$ cat config.mk
export PLATFORM = sky130hd
export DESIGN_NAME = cfg_stream_reader
export DESIGN_NICKNAME = d
export VERILOG_FILES = /design/src/rtl/cfg_stream_pkg.sv /design/src/rtl/cfg_por.sv /design/src/rtl/cfg_sclk_gen.sv /design/src/rtl/cfg_edge_sync.sv /design/src/rtl/cfg_bit_store.sv /design/src/rtl/cfg_stream_reader.sv
export SDC_FILE = /design/constraint.sdc
export NUM_CORES = 1
export LEC_CHECK = 0
export ABC_AREA = 1
export BUFFER_PORTS_ARGS = -buffer_cell sky130_fd_sc_hd__clkbuf_2
export CAP_MARGIN = 20
export CORE_UTILIZATION = 35
export DETAILED_ROUTE_END_ITERATION = 6
export PLACE_DENSITY = 0.58
export SYNTH_ARGS = -nofsm -noshare
export SYNTH_HDL_FRONTEND = slang
export SYNTH_SLANG_ARGS = --single-unit
$ cat constraint.sdc
create_clock -name clk -period 3.7 [get_ports clk]
set_clock_uncertainty 0.15 [all_clocks]
set_input_delay 0.925 -clock clk [delete_from_list [all_inputs] [get_ports clk]]
set_output_delay 0.925 -clock clk [all_outputs]
set_load 0.02 [all_outputs]
$ cat src/rtl/cfg_stream_pkg.sv
package cfg_stream_pkg;

  typedef enum logic {
    ROLE_SUB    = 1'b0,
    ROLE_MASTER = 1'b1
  } role_e;

  // image content: parity of a hashed slice of the address
  function automatic logic img_bit(input logic [31:0] seed, input logic [31:0] addr);
    logic [31:0] h;
    h = addr * 32'd40503 + seed;
    return ^h[23:16];
  endfunction

endpackage

$ cat src/rtl/cfg_por.sv
module cfg_por #(
  parameter int POR_CYCLES = 16
) (
  input  logic clk,
  input  logic rst,
  output logic ready_o
);
  localparam int W = (POR_CYCLES < 2) ? 1 : $clog2(POR_CYCLES);
  localparam logic [W-1:0] LAST = W'(POR_CYCLES - 1);

  logic [W-1:0] cnt;

  always_ff @(posedge clk) begin
    if (rst) begin
      cnt     <= '0;
      ready_o <= 1'b0;
    end else if (!ready_o) begin
      if (cnt == LAST) ready_o <= 1'b1;
      else             cnt     <= cnt + 1'b1;
    end
  end
endmodule

$ cat src/rtl/cfg_sclk_gen.sv
module cfg_sclk_gen #(
  parameter int HALF       = 4,
  parameter int CHAIN_BITS = 2048
) (
  input  logic clk,
  input  logic rst,
  input  logic run,
  output logic sclk_o
);
  localparam int HW = (HALF < 2) ? 1 : $clog2(HALF);
  localparam int EW = $clog2(CHAIN_BITS + 1);
  localparam logic [HW-1:0] H_LAST = HW'(HALF - 1);
  localparam logic [EW-1:0] E_ALL  = EW'(CHAIN_BITS);

  logic [HW-1:0] hc;
  logic [EW-1:0] sent;

  always_ff @(posedge clk) begin
    if (rst || !run) begin
      sclk_o <= 1'b0;
      hc     <= '0;
      sent   <= '0;
    end else if (hc == H_LAST) begin
      hc <= '0;
      if (sclk_o) begin
        sclk_o <= 1'b0;
      end else if (sent != E_ALL) begin
        sclk_o <= 1'b1;
        sent   <= sent + 1'b1;
      end
    end else begin
      hc <= hc + 1'b1;
    end
  end
endmodule

$ cat src/rtl/cfg_edge_sync.sv
module cfg_edge_sync #(
  parameter int STAGES = 2
) (
  input  logic clk,
  input  logic rst,
  input  logic lvl_i,
  output logic rise_o
);
  logic [STAGES:0] sh;

  always_ff @(posedge clk) begin
    if (rst) sh <= '0;
    else     sh <= {sh[STAGES-1:0], lvl_i};
  end

  assign rise_o = sh[STAGES-1] & ~sh[STAGES];
endmodule

$ cat src/rtl/cfg_bit_store.sv
module cfg_bit_store
  import cfg_stream_pkg::*;
#(
  parameter int          DEPTH = 2048,
  parameter logic [31:0] SEED  = 32'h1,
  localparam int         AW    = $clog2(DEPTH)
) (
  input  logic          clk,
  input  logic [AW-1:0] rd_addr,
  output logic          rd_bit
);
  logic mem [DEPTH];

  initial begin
    for (int i = 0; i < DEPTH; i++) mem[i] = img_bit(SEED, 32'(i));
  end

  always_ff @(posedge clk) begin
    if (int'(rd_addr) < DEPTH) rd_bit <= mem[rd_addr];
    else                       rd_bit <= 1'b0;
  end
endmodule

$ cat src/rtl/cfg_stream_reader.sv
module cfg_stream_reader
  import cfg_stream_pkg::*;
#(
  parameter int          DEPTH      = 2048,
  parameter logic [31:0] SEED       = 32'h1,
  parameter int          HALF       = 4,
  parameter int          CHAIN_BITS = DEPTH,
  parameter int          POR_CYCLES = 16,
  parameter bit          OE_HIGH    = 1'b1
) (
  input  logic clk,
  input  logic rst,
  input  logic oe_i,
  input  logic sel_n_i,
  input  logic sclk_i,
  output logic sclk_o,
  output logic sclk_oe,
  output logic dout,
  output logic dout_oe,
  output logic casc_n_o,
  output logic ready_o
);
  localparam int CW = $clog2(DEPTH + 1);
  localparam int AW = $clog2(DEPTH);
  localparam logic [CW-1:0] C_END = CW'(DEPTH);

  logic          oe_act, arm, arm_q, run, rise, step, sclk_int, lvl;
  role_e         role, role_d;
  logic [CW-1:0] cnt, cnt_d;

  cfg_por #(.POR_CYCLES(POR_CYCLES)) u_por (
    .clk(clk), .rst(rst), .ready_o(ready_o)
  );

  assign oe_act = OE_HIGH ? oe_i : ~oe_i;
  assign arm    = ready_o & oe_act;

  always_comb begin
    role_d = role;
    if (arm && !arm_q) role_d = sel_n_i ? ROLE_SUB : ROLE_MASTER;
  end

  assign run = arm & (role_d == ROLE_MASTER) & ~sel_n_i;

  cfg_sclk_gen #(.HALF(HALF), .CHAIN_BITS(CHAIN_BITS)) u_gen (
    .clk(clk), .rst(rst), .run(run), .sclk_o(sclk_int)
  );

  // master counts its own clock through the same path as a follower
  assign lvl = (role == ROLE_MASTER) ? sclk_int : sclk_i;

  cfg_edge_sync #(.STAGES(2)) u_sync (
    .clk(clk), .rst(rst), .lvl_i(lvl), .rise_o(rise)
  );

  assign step = rise & arm & ~sel_n_i & (cnt != C_END);

  always_comb begin
    if (!arm)      cnt_d = '0;
    else if (step) cnt_d = cnt + 1'b1;
    else           cnt_d = cnt;
  end

  cfg_bit_store #(.DEPTH(DEPTH), .SEED(SEED)) u_store (
    .clk(clk), .rd_addr(cnt_d[AW-1:0]), .rd_bit(dout)
  );

  always_ff @(posedge clk) begin
    if (rst) begin
      arm_q    <= 1'b0;
      role     <= ROLE_SUB;
      cnt      <= '0;
      casc_n_o <= 1'b1;
      dout_oe  <= 1'b0;
      sclk_oe  <= 1'b0;
    end else begin
      arm_q    <= arm;
      role     <= role_d;
      cnt      <= cnt_d;
      casc_n_o <= (cnt_d != C_END);
      dout_oe  <= arm & ~sel_n_i & (cnt_d != C_END);
      sclk_oe  <= (role_d == ROLE_MASTER);
    end
  end

  assign sclk_o = sclk_int;
endmodule

Word level (Yosys, flattened, before mapping)
Memory sizes are Yosys's and may differ from the RTL's. A register that Yosys moved wholly into a read port is not among the register bits.
Index checks and enable logic that the tools add are counted.
- bits in registers: 39
- ROM bits: 2048
- input port bits: 5
- output and inout bits: 6
- logic and storage cells: 51
- memories kept: 1
- add/sub/neg operators: 4
- equal/unequal tests: 5
- multiplexer cells: 9
- bitwise gates (word level): 14
- reduce and logical (&&, ||, !) cells: 7
- memory list (name ; words ; bits a word ; rd ports ; clocked after memory_dff ; wr ports ; line ; source):
    u_store.mem ; 2048 ; 1 ; 1 ; 1 ; 0 ; cfg_bit_store.sv:12 ; logic mem [DEPTH];
- operators by type and width (operator ; count):
    12-bit != test (second input constant) ; 3
    12-bit by 1-bit adder with 12-bit output (second input constant) ; 2
    12-bit 2-to-1 mux ; 2
    1-bit bitwise AND ; 9
    1-bit 2-to-1 mux ; 7
    1-bit NOT ; 5
    4-bit by 1-bit adder with 4-bit output (second input constant) ; 1
    4-bit == test (second input constant) ; 1
    3-bit AND reduction ; 1
    2-bit by 1-bit adder with 2-bit output (second input constant) ; 1
    2-bit == test (second input constant) ; 1
    1-bit zero test ; 2
    2-bit AND reduction ; 1
    2-bit OR reduction ; 1
    1-bit logical AND ; 1
    1-bit logical OR ; 1

Logic depth before layout (Yosys ltp)
Gate-level depths: netlist of the first run.
- depth after elaboration: 9
- depth in mapped cells: 26
- mapped depth without buffers: 26

Cells and area by module
Synthesis of the first run repeated with hierarchy kept, for this count alone.
- cells, all modules: 906
- area total of the unflattened synthesis: 4913.5 um2
- by module, submodules not included (module ; instances ; cells each ; area an instance (um2)):
    cfg_bit_store ; 1 ; 560 ; 2658.8
    cfg_stream_reader ; 1 ; 164 ; 1022.2
    cfg_sclk_gen ; 1 ; 140 ; 917.1
    cfg_por ; 1 ; 32 ; 229.0
    cfg_edge_sync ; 1 ; 10 ; 86.3

Worst setup path after synthesis of the first run
No wires, ideal clock.
- kind: input-to-reg
- start point: in oe_i
- end point: reg u_store.rd_bit (read register of u_store.mem)
- setup time: 112 ps
- arrival: 3181 ps
- required time: 3438 ps
- path slack: 257 ps
- stages on the path: 18
- buffers on the path: 0
- cells stage by stage: nand2_4 > or2_4 > nor2_8 > nand2_4 > nand2_1 > nand3_1 > ha_1 > nand4_1 > nand3_1 > nand3_1 > nand3_1 > nand2_1 > a21oi_1 > nand3_1 > nand3_1 > nand2_1 > nand2_1 > nand2_1
- word-level cells in the longest chain between the ends: 6
- ends and longest elaborated chain (what ; line ; source):
    start: declaration ; cfg_stream_reader.sv:13 ; input logic oe_i,
    1-bit bitwise AND (*) ; cfg_stream_reader.sv:36 ; assign arm = ready_o & oe_act;
    1-bit bitwise AND (3 in series) ; cfg_stream_reader.sv:56 ; assign step = rise & arm & ~sel_n_i & (cnt != C_END);
    12-bit 2-to-1 mux ; cfg_stream_reader.sv:60 ; else if (step) cnt_d = cnt + 1'b1;
    12-bit 2-to-1 mux (*) ; cfg_stream_reader.sv:59 ; if (!arm) cnt_d = '0;
    end: declaration ; cfg_bit_store.sv:10 ; output logic rd_bit
Every way passes the cells marked *; elsewhere a longest branch is shown, timed or not.
A chain may end at the register's enable or synchronous reset.

Worst setup path in the final report of the first run
Same ends and word-level chain as after synthesis.

==> impl_results.md, run 1 <==
- Share of cells above drive strength 1: 0.132
- LEAKAGE: 2.54 nW
- Number of synthesized flops with an enable pin: 0
- Final nets: 902
- Final core utilization: 0.423
- Mapped Cells: 844
- Placed insts: 1046
- CP Launch Type: input pin
- CP max stage cell: ha_1
- Depth of the CTS H-tree: 2
- Worst path required time: 3730 ps
- Flops & latches, synth: 40
- Port bufs: 10
- Die Area: 0.0138 sq mm
- Register clock-pin slew on the reported worst setup and hold paths: 60 ps
- Status: finished clean
- Max-slew violations: 0
- Post-synth cell types: 39
- CP Cell Sequence: clkbuf_2 -> nand2_4 -> or2_4 -> nor2_8 -> nand2_4 -> nand2_1 -> nand3_1 -> ha_1 -> inv_1 -> buf_4 -> nand3_1 -> nand2_1 -> nand2_1 -> nand2_1 -> nor2_1 -> nor2_1 -> nor2_1 -> nand2_1 -> nand3_1 -> nand2_1 -> nand2_1 -> nand2_1
- Post-CTS Setup Bufs: 0
- DRT Pass-1 Iters: 6
- Fin. Hold Viols: 0
- RSZ-0062 raised after global routing: no
- Top Ports: 11
- Synth Net Count: 865
- Skew-Pair Late Insertion Delay: 290 ps
- Total Routing Usage GR: 0.266
- Crit path DAT: 3560 ps
- Max incr delay on CP: 380 ps
- DRT Wirelength: 18500 um
- Sequential area share after synthesis: 0.172
- Final setup fails: 0
- Post-synth top area share: 0.239
- CTS max path bufs: 2
- WS Path Type: input pin to flip-flop
- HP Class: flip-flop to flip-flop
- Worst slew pin tran: 483 ps
- GR Util met3: 0.0443
- Final GP Congestion: 1.00
- Most common cell in the netlist: nand2_1
- Die Y: 117 um
- Met1 usage: 0.351
- PwrDens: 178 mW/mm^2
- Area growth syn-to-layout: 16.0%
- Critical path peak fanout: 4
- Die width: 117 um
- First-pass GRT wire length: 29000 um
- DRT iter0 DRCs: 781
- GR peak layer: met2
- Ys Warns: 0
- CTS sink cnt: 40
- Cell accounting for the most synthesized area: nand2_1
- Initial antenna violation count: 0
- Via density per instance: 5.57
- Asr flop ratio synth: 0
- # diodes: 0
- Worst setup EP type: flip-flop
- Commonest cells in the netlist: nand2_1, nand3_1, nor2_1
- Max VDD drop: 0.329 mV
- Post-route insts no fill: 1054
- Antenna-violating nets left: 0
- Detailed placement HPWL: 14200 um
- Total number of vias: 5875
- Initial Utilization: 0.365
- Std-Cell Rows: 41
- CTS tree: built
- CORE AREA: 0.0128 sq mm
- Max-slew headroom: 0.678
- Vias in the first global route: 5383
- Max cap viols: 0
- CTS hold repair buffers: 0
- Synth Area per Inst: 5.52 sq um
- Mean routed wirelength per cell: 17.5 um
- Residual DRC: 0
- Cell mode on critical path: nand2_1
- Clk root buf: clkbuf_16
- Fmax: 0.284 GHz
- Fin crit share: 0.953
- Mapped cell area: 0.00466 sq mm
- Largest net degree at the start of global routing: 44
- Min Tclk post-route: 3530 ps
- Gr ovfl total: 0
- Synth area leaders: nand2_1, dfxtp_1, nand3_1, nor2_1, inv_1
- Grt met2 use: 0.406
- Final Power: 0.964 mW
- Num CTS Buffers: 5
- Resized cells post-CTS: 0
- Main flop type after synthesis: dfxtp_1
kinds of logic after synthesis:
| logic type | Yosys count | synth area share |
|---|---|---|
| compound gates | 75 | 0.0857 |
| buf+inv | 112 | 0.109 |
| xor+xnor | 7 | 0.0132 |
| flops | 40 | 0.172 |
| simple gates | 594 | 0.578 |
| fa+ha+maj | 16 | 0.0430 |
worst paths after layout:
kind | cells past startpoint | startpoint | slack [ps] | to
min reg2reg | 2 | u_sync.sh[0] | 250 | u_sync.sh[1]
min | 2 | u_sync.sh[0] | 250 | u_sync.sh[1]
max | 22 | oe_i | 170 | u_store.rd_bit
max reg2reg | 23 | cnt[0] | 320 | u_store.rd_bit
area by class of cell:
class	count	area, sq um
clock buffers	5	125
clock inverters	3	46.3
fillers	1413	7370
inverters	74	280
multi-input cells	692	3350
flip-flops and latches	40	801
well taps	172	215
repair buffers	68	586
worst max-delay path, delay by kind of cell:
family        cells  cell delay (ps)
simple gates     18             1910
fa+ha+maj         1              380
buf+inv           3              330
cell usage in the layout (no fill, tap or decap), types with 5 or more instances in the layout:
cell type / n
o21ai_0: 19
buf_12: 8
nor3_1: 9
dfxtp_1: 40
nand4_1: 18
nand3_1: 153
nand2_2: 9
clkbuf_2: 10
nand2_1: 297
xor2_1: 5
nor2_1: 78
buf_4: 50
a21oi_1: 41
ha_1: 16
clkbuf_16: 5
inv_2: 7
inv_1: 66
nand3_2: 6
layer usage:
metal | part of all wire | up-vias
li1 | - | 2830
met1 | 0.42 | 2609
met2 | 0.43 | 359
met3 | 0.096 | 77
met4 | 0.054 | 0
met5 | 0 | -
power by group:
group	switching, mW	total [mW]	internal (mW)
combinational	0.0115	0.0193	0.00777
clock	0.185	0.506	0.320
sequential	0.00314	0.439	0.435
sequential cells by signal (all words and copies together) (netlist names):
signal,cells
u_store.rd_bit,1
cnt,12
u_por.cnt,4
u_gen.hc,2
u_gen.sent,12
role,1
u_por.ready_o,1
u_gen.sclk_o,1
u_sync.sh,3
dout_oe,1
casc_n_o,1
arm_q,1
stage by stage:
| step | worst slack, ps | cell area [sq um] | hold slack, ps | setup TNS, ps |
|---|---|---|---|---|
| 2_1_floorplan | 257 | 4660 | 238 | 0 |
| 3_3_place_gp | -56.5 | 5230 | 242 | -56.5 |
| 3_5_place_dp | -12.1 | 5230 | 246 | -12.1 |
| 4_1_cts | 281 | 5400 | 255 | 0 |
| 5_1_grt | 78.1 | 5400 | 268 | 0 |
| 6_report | 174 | 5400 | 253 | 0 |
(Power assumes the default switching activity.)
==> run 2, diff against run 1 <==
- CORE_MARGIN: not set -> 3
==> impl_results.md, run 2 (synthesized netlist as in run 1, its figures left out) <==
- Status: complete, but fails checks (was finished clean)
- Die width: 121 um (was 117 um)
- Antenna-violating nets left: 0 (unchanged)
- Initial antenna violation count: 0 (unchanged)
- DRT Pass-1 Iters: 7 (was 6)
- Fin crit share: 0.953 (about the same)
- Min Tclk post-route: 3530 ps (about the same)
- Placed cell areas: 0.00529 sq mm (was 0.00523 sq mm)
- Clk root buf: clkbuf_16 (unchanged)
- Most frequent cells in the layout: nand2_1, nand3_1, nor2_1 (unchanged)
- CTS hold repair buffers: 0 (unchanged)
- Area growth syn-to-layout: 17.8% (was 16.0%)
- Worst setup EP type: flip-flop (unchanged)
- Fmax: 0.284 GHz (about the same)
- DRT iter0 DRCs: 928 (was 781)
- Failing checks: DRC
- Die Area: 0.0147 sq mm (was 0.0138 sq mm)
- Depth of the CTS H-tree: 2 (unchanged)
- Max incr delay on CP: 290 ps (was 380 ps)
- Register area: 801 sq um (unchanged)
- Fillcell total: 1454 (was 1413)
- Via density per instance: 5.57 (about the same)
- Worst setup margin: 174 ps (about the same)
- First-pass GRT wire length: 29700 um (was 29000 um)
- Register clock-pin slew on the reported worst setup and hold paths: 60 ps (about the same)
- Critical path peak fanout: 6 (was 4)
- Residual DRC: 3 (was 0)
- Total Routing Usage GR: 0.258 (was 0.266)
- Worst path required time: 3780 ps (was 3730 ps)
- Max cap viols: 0 (unchanged)
- LEAKAGE: 2.60 nW (was 2.54 nW)
- Port bufs: 10 (unchanged)
- Worst slew pin tran: 475 ps (was 483 ps)
- Final nets: 915 (was 902)
- Final GP Congestion: 0.992 (was 1.00)
- Std-Cell Rows: 41 (unchanged)
- Num CTS Buffers: 5 (unchanged)
- CP max stage cell: nand4_2 (was ha_1)
- Max VDD drop: 0.336 mV (was 0.329 mV)
- CTS tree: built (unchanged)
- Detailed placement HPWL: 14800 um (was 14200 um)
- CTS max path bufs: 2 (unchanged)
- CTS sink cnt: 40 (unchanged)
- CP Launch Type: input pin (unchanged)
- Top Registers: cnt x12, u_gen.sent x12, u_por.cnt x4 (unchanged)
- Pre-CTS setup slack: -74.7 ps (was -12.1 ps)
- Final setup fails: 0 (unchanged)
- Vias in the first global route: 5457 (was 5383)
- Initial Utilization: 0.363 (was 0.365)
- Die Y: 121 um (was 117 um)
- RSZ-0062 raised after global routing: no (unchanged)
- WS Path Type: input pin to flip-flop (unchanged)
- CP Cell Sequence: clkbuf_2 -> nand2_4 -> or2_4 -> nor2_8 -> nand3_1 -> nand2_1 -> nor2_2 -> buf_4 -> ha_1 -> inv_1 -> nand4_2 -> nand2_1 -> nand2_1 -> nand2_1 -> nand2_1 -> o21ai_0 -> nor2_1 -> nor2_1 -> nor2_1 -> nand2_1 -> nand3_1 -> nand2_1 -> nand2_1 -> nand2_1 (was clkbuf_2 -> nand2_4 -> or2_4 -> nor2_8 -> nand2_4 -> nand2_1 -> nand3_1 -> ha_1 -> inv_1 -> buf_4 -> nand3_1 -> nand2_1 -> nand2_1 -> nand2_1 -> nor2_1 -> nor2_1 -> nor2_1 -> nand2_1 -> nand3_1 -> nand2_1 -> nand2_1 -> nand2_1)
- Total number of vias: 5945 (was 5875)
- Multi-input logic area: 0.00337 sq mm (was 0.00335 sq mm)
- Max-slew violations: 0 (unchanged)
- CORE AREA: 0.0128 sq mm (about the same)
- # diodes: 0 (unchanged)
- Largest net degree at the start of global routing: 29 (was 44)
- Mean routed wirelength per cell: 17.8 um (was 17.5 um)
- Top Ports: 11 (unchanged)
- Most common cell after layout, fill and taps aside: nand2_1 (unchanged)
- HP Class: flip-flop to flip-flop (unchanged)
- Gr ovfl total: 0 (unchanged)
- Skew-Pair Late Insertion Delay: 290 ps (about the same)
- PwrDens: 177 mW/mm^2 (was 178 mW/mm^2)
- Fin Hold WS: 251 ps (was 253 ps)
- Final Power: 0.971 mW (was 0.964 mW)
- Share of cells above drive strength 1: 0.147 (was 0.132)
- Finished Cell Area: 0.00549 sq mm (was 0.00540 sq mm)
- DRT Wirelength: 19000 um (was 18500 um)
- Cell mode on critical path: nand2_1 (unchanged)
- Crit path DAT: 3600 ps (was 3560 ps)
- Max-slew headroom: 0.681 (was 0.678)
- Fin. Hold Viols: 0 (unchanged)
- Final TNS setup: 0 ps (unchanged)
[run 2: layout make-up]
type                       instances  area share
tap                              172      0.0392
sequential                        40       0.146
multi-input combinational        692       0.614
timing repair buffer              81       0.118
clock buffer                       6      0.0253
inverter                          74      0.0511
clock inverter                     2     0.00707
[run 2: metrics by stage]
| stage | util | std cells |
|---|---|---|
| floorplan | - | 844 |
| global placement | 0.412 | 1058 |
| detailed placement | 0.412 | 1058 |
| CTS | 0.426 | 1066 |
| global route | 0.428 | 1067 |
| finish | 0.428 | 1067 |
[run 2: metal layers]
layer / vias to the layer above / GRT usage / routed length, um
met5: - / 0 / 0
met4: 0 / 0.141 / 1160
met1: 2623 / 0.349 / 7940
met3: 92 / 0.0508 / 2040
met2: 377 / 0.382 / 7840
li1: 2853 / - / -
[run 2: critical path: cells and delay by family]
kind / cells / cell delay [ps]
simple gates: 19 / 2030
buf+inv: 3 / 340
fa+ha+maj: 1 / 190
compound gates: 1 / 90
[run 2: path summary, 6_finish.rpt]
path | from | to | slack, ps | cells after the start
worst max-delay path | oe_i | u_store.rd_bit | 170 | 24
worst min register to register | u_sync.sh[0] | u_sync.sh[1] | 250 | 2
worst max register to register | cnt[0] | u_store.rd_bit | 310 | 25
worst min-delay path | u_sync.sh[0] | u_sync.sh[1] | 250 | 2
[run 2: power by group]
group	leakage (nW)	switching [mW]	total [mW]	internal, mW
Clock	0.0871	0.176	0.514	0.338
Combinational	2.19	0.0111	0.0182	0.00715
Sequential	0.323	0.00340	0.439	0.436
Total	2.60	0.190	0.971	0.780
[run 2: timing repair]
action,in CTS,in global routing
setup endpoints to repair,0,1
gates resized for setup,0,4
setup buffers,0,1
==> run 3, diff against run 2 <==
--- a/config.mk
+++ b/config.mk
@@ -13,3 +13,3 @@
 export DETAILED_ROUTE_END_ITERATION = 6
-export PLACE_DENSITY = 0.58
+export PLACE_DENSITY = 0.52
 export SYNTH_ARGS = -nofsm -noshare
--- a/constraint.sdc
+++ b/constraint.sdc
@@ -4,2 +4,2 @@
 set_output_delay 0.925 -clock clk [all_outputs]
-set_load 0.02 [all_outputs]
+set_load 0.05 [all_outputs]
==> impl_results.md, run 3 (synthesized netlist as in run 1, its figures left out) <==
- Status: finished clean (was complete, but fails checks)
- Max incr delay on CP: 380 ps (was 290 ps)
- Max cap viols: 0 (unchanged)
- Fmax: 0.286 GHz (was 0.284 GHz)
- Final nets: 898 (was 915)
- Fin. Hold Viols: 0 (unchanged)
- Total Routing Usage GR: 0.248 (was 0.258)
- CP delay by family, top: simple AND/OR/NAND/NOR gates (unchanged)
- Min Tclk post-route: 3490 ps (was 3530 ps)
- Post-route insts no fill: 1050 (was 1067)
- Finished Cell Area: 0.00534 sq mm (was 0.00549 sq mm)
- Max-slew headroom: 0.622 (was 0.681)
- DRT Wirelength: 18100 um (was 19000 um)
- Share of cells above drive strength 1: 0.128 (was 0.147)
- CORE AREA: 0.0128 sq mm (unchanged)
- Post-CTS Setup Bufs: 0 (unchanged)
- PwrDens: 169 mW/mm^2 (was 177 mW/mm^2)
- Pre-CTS setup slack: -44.0 ps (was -74.7 ps)
- Num CTS Buffers: 5 (unchanged)
- CTS hold repair buffers: 0 (unchanged)
- Register clock-pin slew on the reported worst setup and hold paths: 60 ps (about the same)
- Gr ovfl total: 0 (unchanged)
- DRT iter0 DRCs: 1074 (was 928)
- WS Path Type: input pin to flip-flop (unchanged)
- Std-Cell Rows: 41 (unchanged)
- Via density per instance: 5.59 (was 5.57)
- CP Cell Sequence: clkbuf_2 -> nand2_4 -> or2_4 -> nor2_8 -> nand2_4 -> nand2_1 -> nand3_1 -> ha_1 -> inv_1 -> nand4_4 -> nand2_1 -> nand2_1 -> nand3_1 -> nand2_1 -> nor2_1 -> nor2_1 -> nor2_1 -> nand2_1 -> nand2_1 -> nand3_1 -> nand2_1 -> nand2_1 -> nand2_1 (was clkbuf_2 -> nand2_4 -> or2_4 -> nor2_8 -> nand3_1 -> nand2_1 -> nor2_2 -> buf_4 -> ha_1 -> inv_1 -> nand4_2 -> nand2_1 -> nand2_1 -> nand2_1 -> nand2_1 -> o21ai_0 -> nor2_1 -> nor2_1 -> nor2_1 -> nand2_1 -> nand3_1 -> nand2_1 -> nand2_1 -> nand2_1)
- Antenna-violating nets left: 0 (unchanged)
- Total number of vias: 5867 (was 5945)
- Top Ports: 11 (unchanged)
- CP max stage cell: ha_1 (was nand4_2)
- Placed insts: 1042 (was 1058)
- Final GP Congestion: 1.05 (was 0.992)
- Initial Utilization: 0.363 (unchanged)
- Final setup fails: 0 (unchanged)
- Most frequent cells in the layout: nand2_1, nand3_1, nor2_1 (unchanged)
- CTS sink cnt: 40 (unchanged)
- Top Registers: cnt x12, u_gen.sent x12, u_por.cnt x4 (unchanged)
- Fin crit share: 0.944 (was 0.953)
- Placed cell areas: 0.00518 sq mm (was 0.00529 sq mm)
- Mean routed wirelength per cell: 17.3 um (was 17.8 um)
- Vias in the first global route: 5213 (was 5457)
- Worst slew pin tran: 563 ps (was 475 ps)
- Worst setup margin: 209 ps (was 174 ps)
- First-pass GRT wire length: 28700 um (was 29700 um)
- Fillcell total: 1464 (was 1454)
- Initial antenna violation count: 0 (unchanged)
- CTS tree: built (unchanged)
- Clk root buf: clkbuf_16 (unchanged)
- Port bufs: 10 (unchanged)
- Die Y: 121 um (unchanged)
- Residual DRC: 0 (was 3)
- Max VDD drop: 0.203 mV (was 0.336 mV)
- Depth of the CTS H-tree: 2 (unchanged)
- Largest net degree at the start of global routing: 42 (was 29)
- DRT Pass-1 Iters: 7 (unchanged)
- Worst setup EP type: flip-flop (unchanged)
- CTS max path bufs: 2 (unchanged)
- Most common cell after layout, fill and taps aside: nand2_1 (unchanged)
- Detailed placement HPWL: 14100 um (was 14800 um)
- Worst path required time: 3780 ps (about the same)
- LEAKAGE: 2.50 nW (was 2.60 nW)
- # diodes: 0 (unchanged)
- RSZ-0062 raised after global routing: no (unchanged)
- WP buf/inv: 2 (was 3)
- HP Class: flip-flop to flip-flop (unchanged)
- CP Launch Type: input pin (unchanged)
- Die width: 121 um (unchanged)
- Cell mode on critical path: nand2_1 (unchanged)
- Max-slew violations: 0 (unchanged)
- Crit path DAT: 3570 ps (was 3600 ps)
- Skew-Pair Late Insertion Delay: 290 ps (about the same)
- Fin Hold WS: 253 ps (was 251 ps)
- Area growth syn-to-layout: 14.7% (was 17.8%)
- Critical path peak fanout: 5 (was 6)
- Die Area: 0.0147 sq mm (unchanged)
run 3: final timing paths:
kind              slack [ps]              to          from  cells after the start
setup / recovery         210  u_store.rd_bit          oe_i                     23
hold reg to reg          250    u_sync.sh[1]  u_sync.sh[0]                      2
setup reg to reg         380  u_store.rd_bit        cnt[0]                     24
hold / removal           250    u_sync.sh[1]  u_sync.sh[0]                      2
run 3: what timing repair did:
item	in CTS	in global routing
endpoints found under the hold margin	0	0
endpoints found under the setup margin	0	1
resized for setup	0	1
run 3: per-stage QoR:
| stage | setup TNS (ps) | utilization | power, mW |
|---|---|---|---|
| after floorplan | 0 | - | 0.460 |
| after global placement | -36.2 | 0.404 | 0.468 |
| after detailed placement | -44.0 | 0.404 | 0.468 |
| after CTS | 0 | 0.416 | 0.918 |
| after global routing | 0 | 0.416 | 0.942 |
| final | 0 | 0.416 | 0.903 |
run 3: cell type report:
cell class	instances	area, sq um	area share
clock buffer	6	139	0.0260
clock inverter	2	15.0	0.00281
inverter	74	280	0.0525
multi-input combinational	692	3360	0.629
sequential	40	801	0.150
tap	172	215	0.0403
timing repair buffer	64	531	0.0993
run 3: tightest hold or removal path, cell delays in order (launching register included):
cell     delay, ps
dfxtp_1        290
inv_1           40
nor2_1          30
run 3: per-layer routing:
| layer | share of wire | vias to the layer above | GRT usage |
|---|---|---|---|
| li1 | - | 2828 | - |
| met1 | 0.40 | 2503 | 0.328 |
| met5 | 0 | - | 0 |
| met4 | 0.064 | 0 | 0.125 |
| met2 | 0.41 | 426 | 0.375 |
| met3 | 0.12 | 110 | 0.0569 |
run 3: power by group:
group | switching (mW) | leakage [nW] | internal (mW)
Sequential | 0.00303 | 0.323 | 0.436
Combinational | 0.0125 | 2.11 | 0.00709
Clock | 0.177 | 0.0691 | 0.268
Total | 0.192 | 2.50 | 0.711
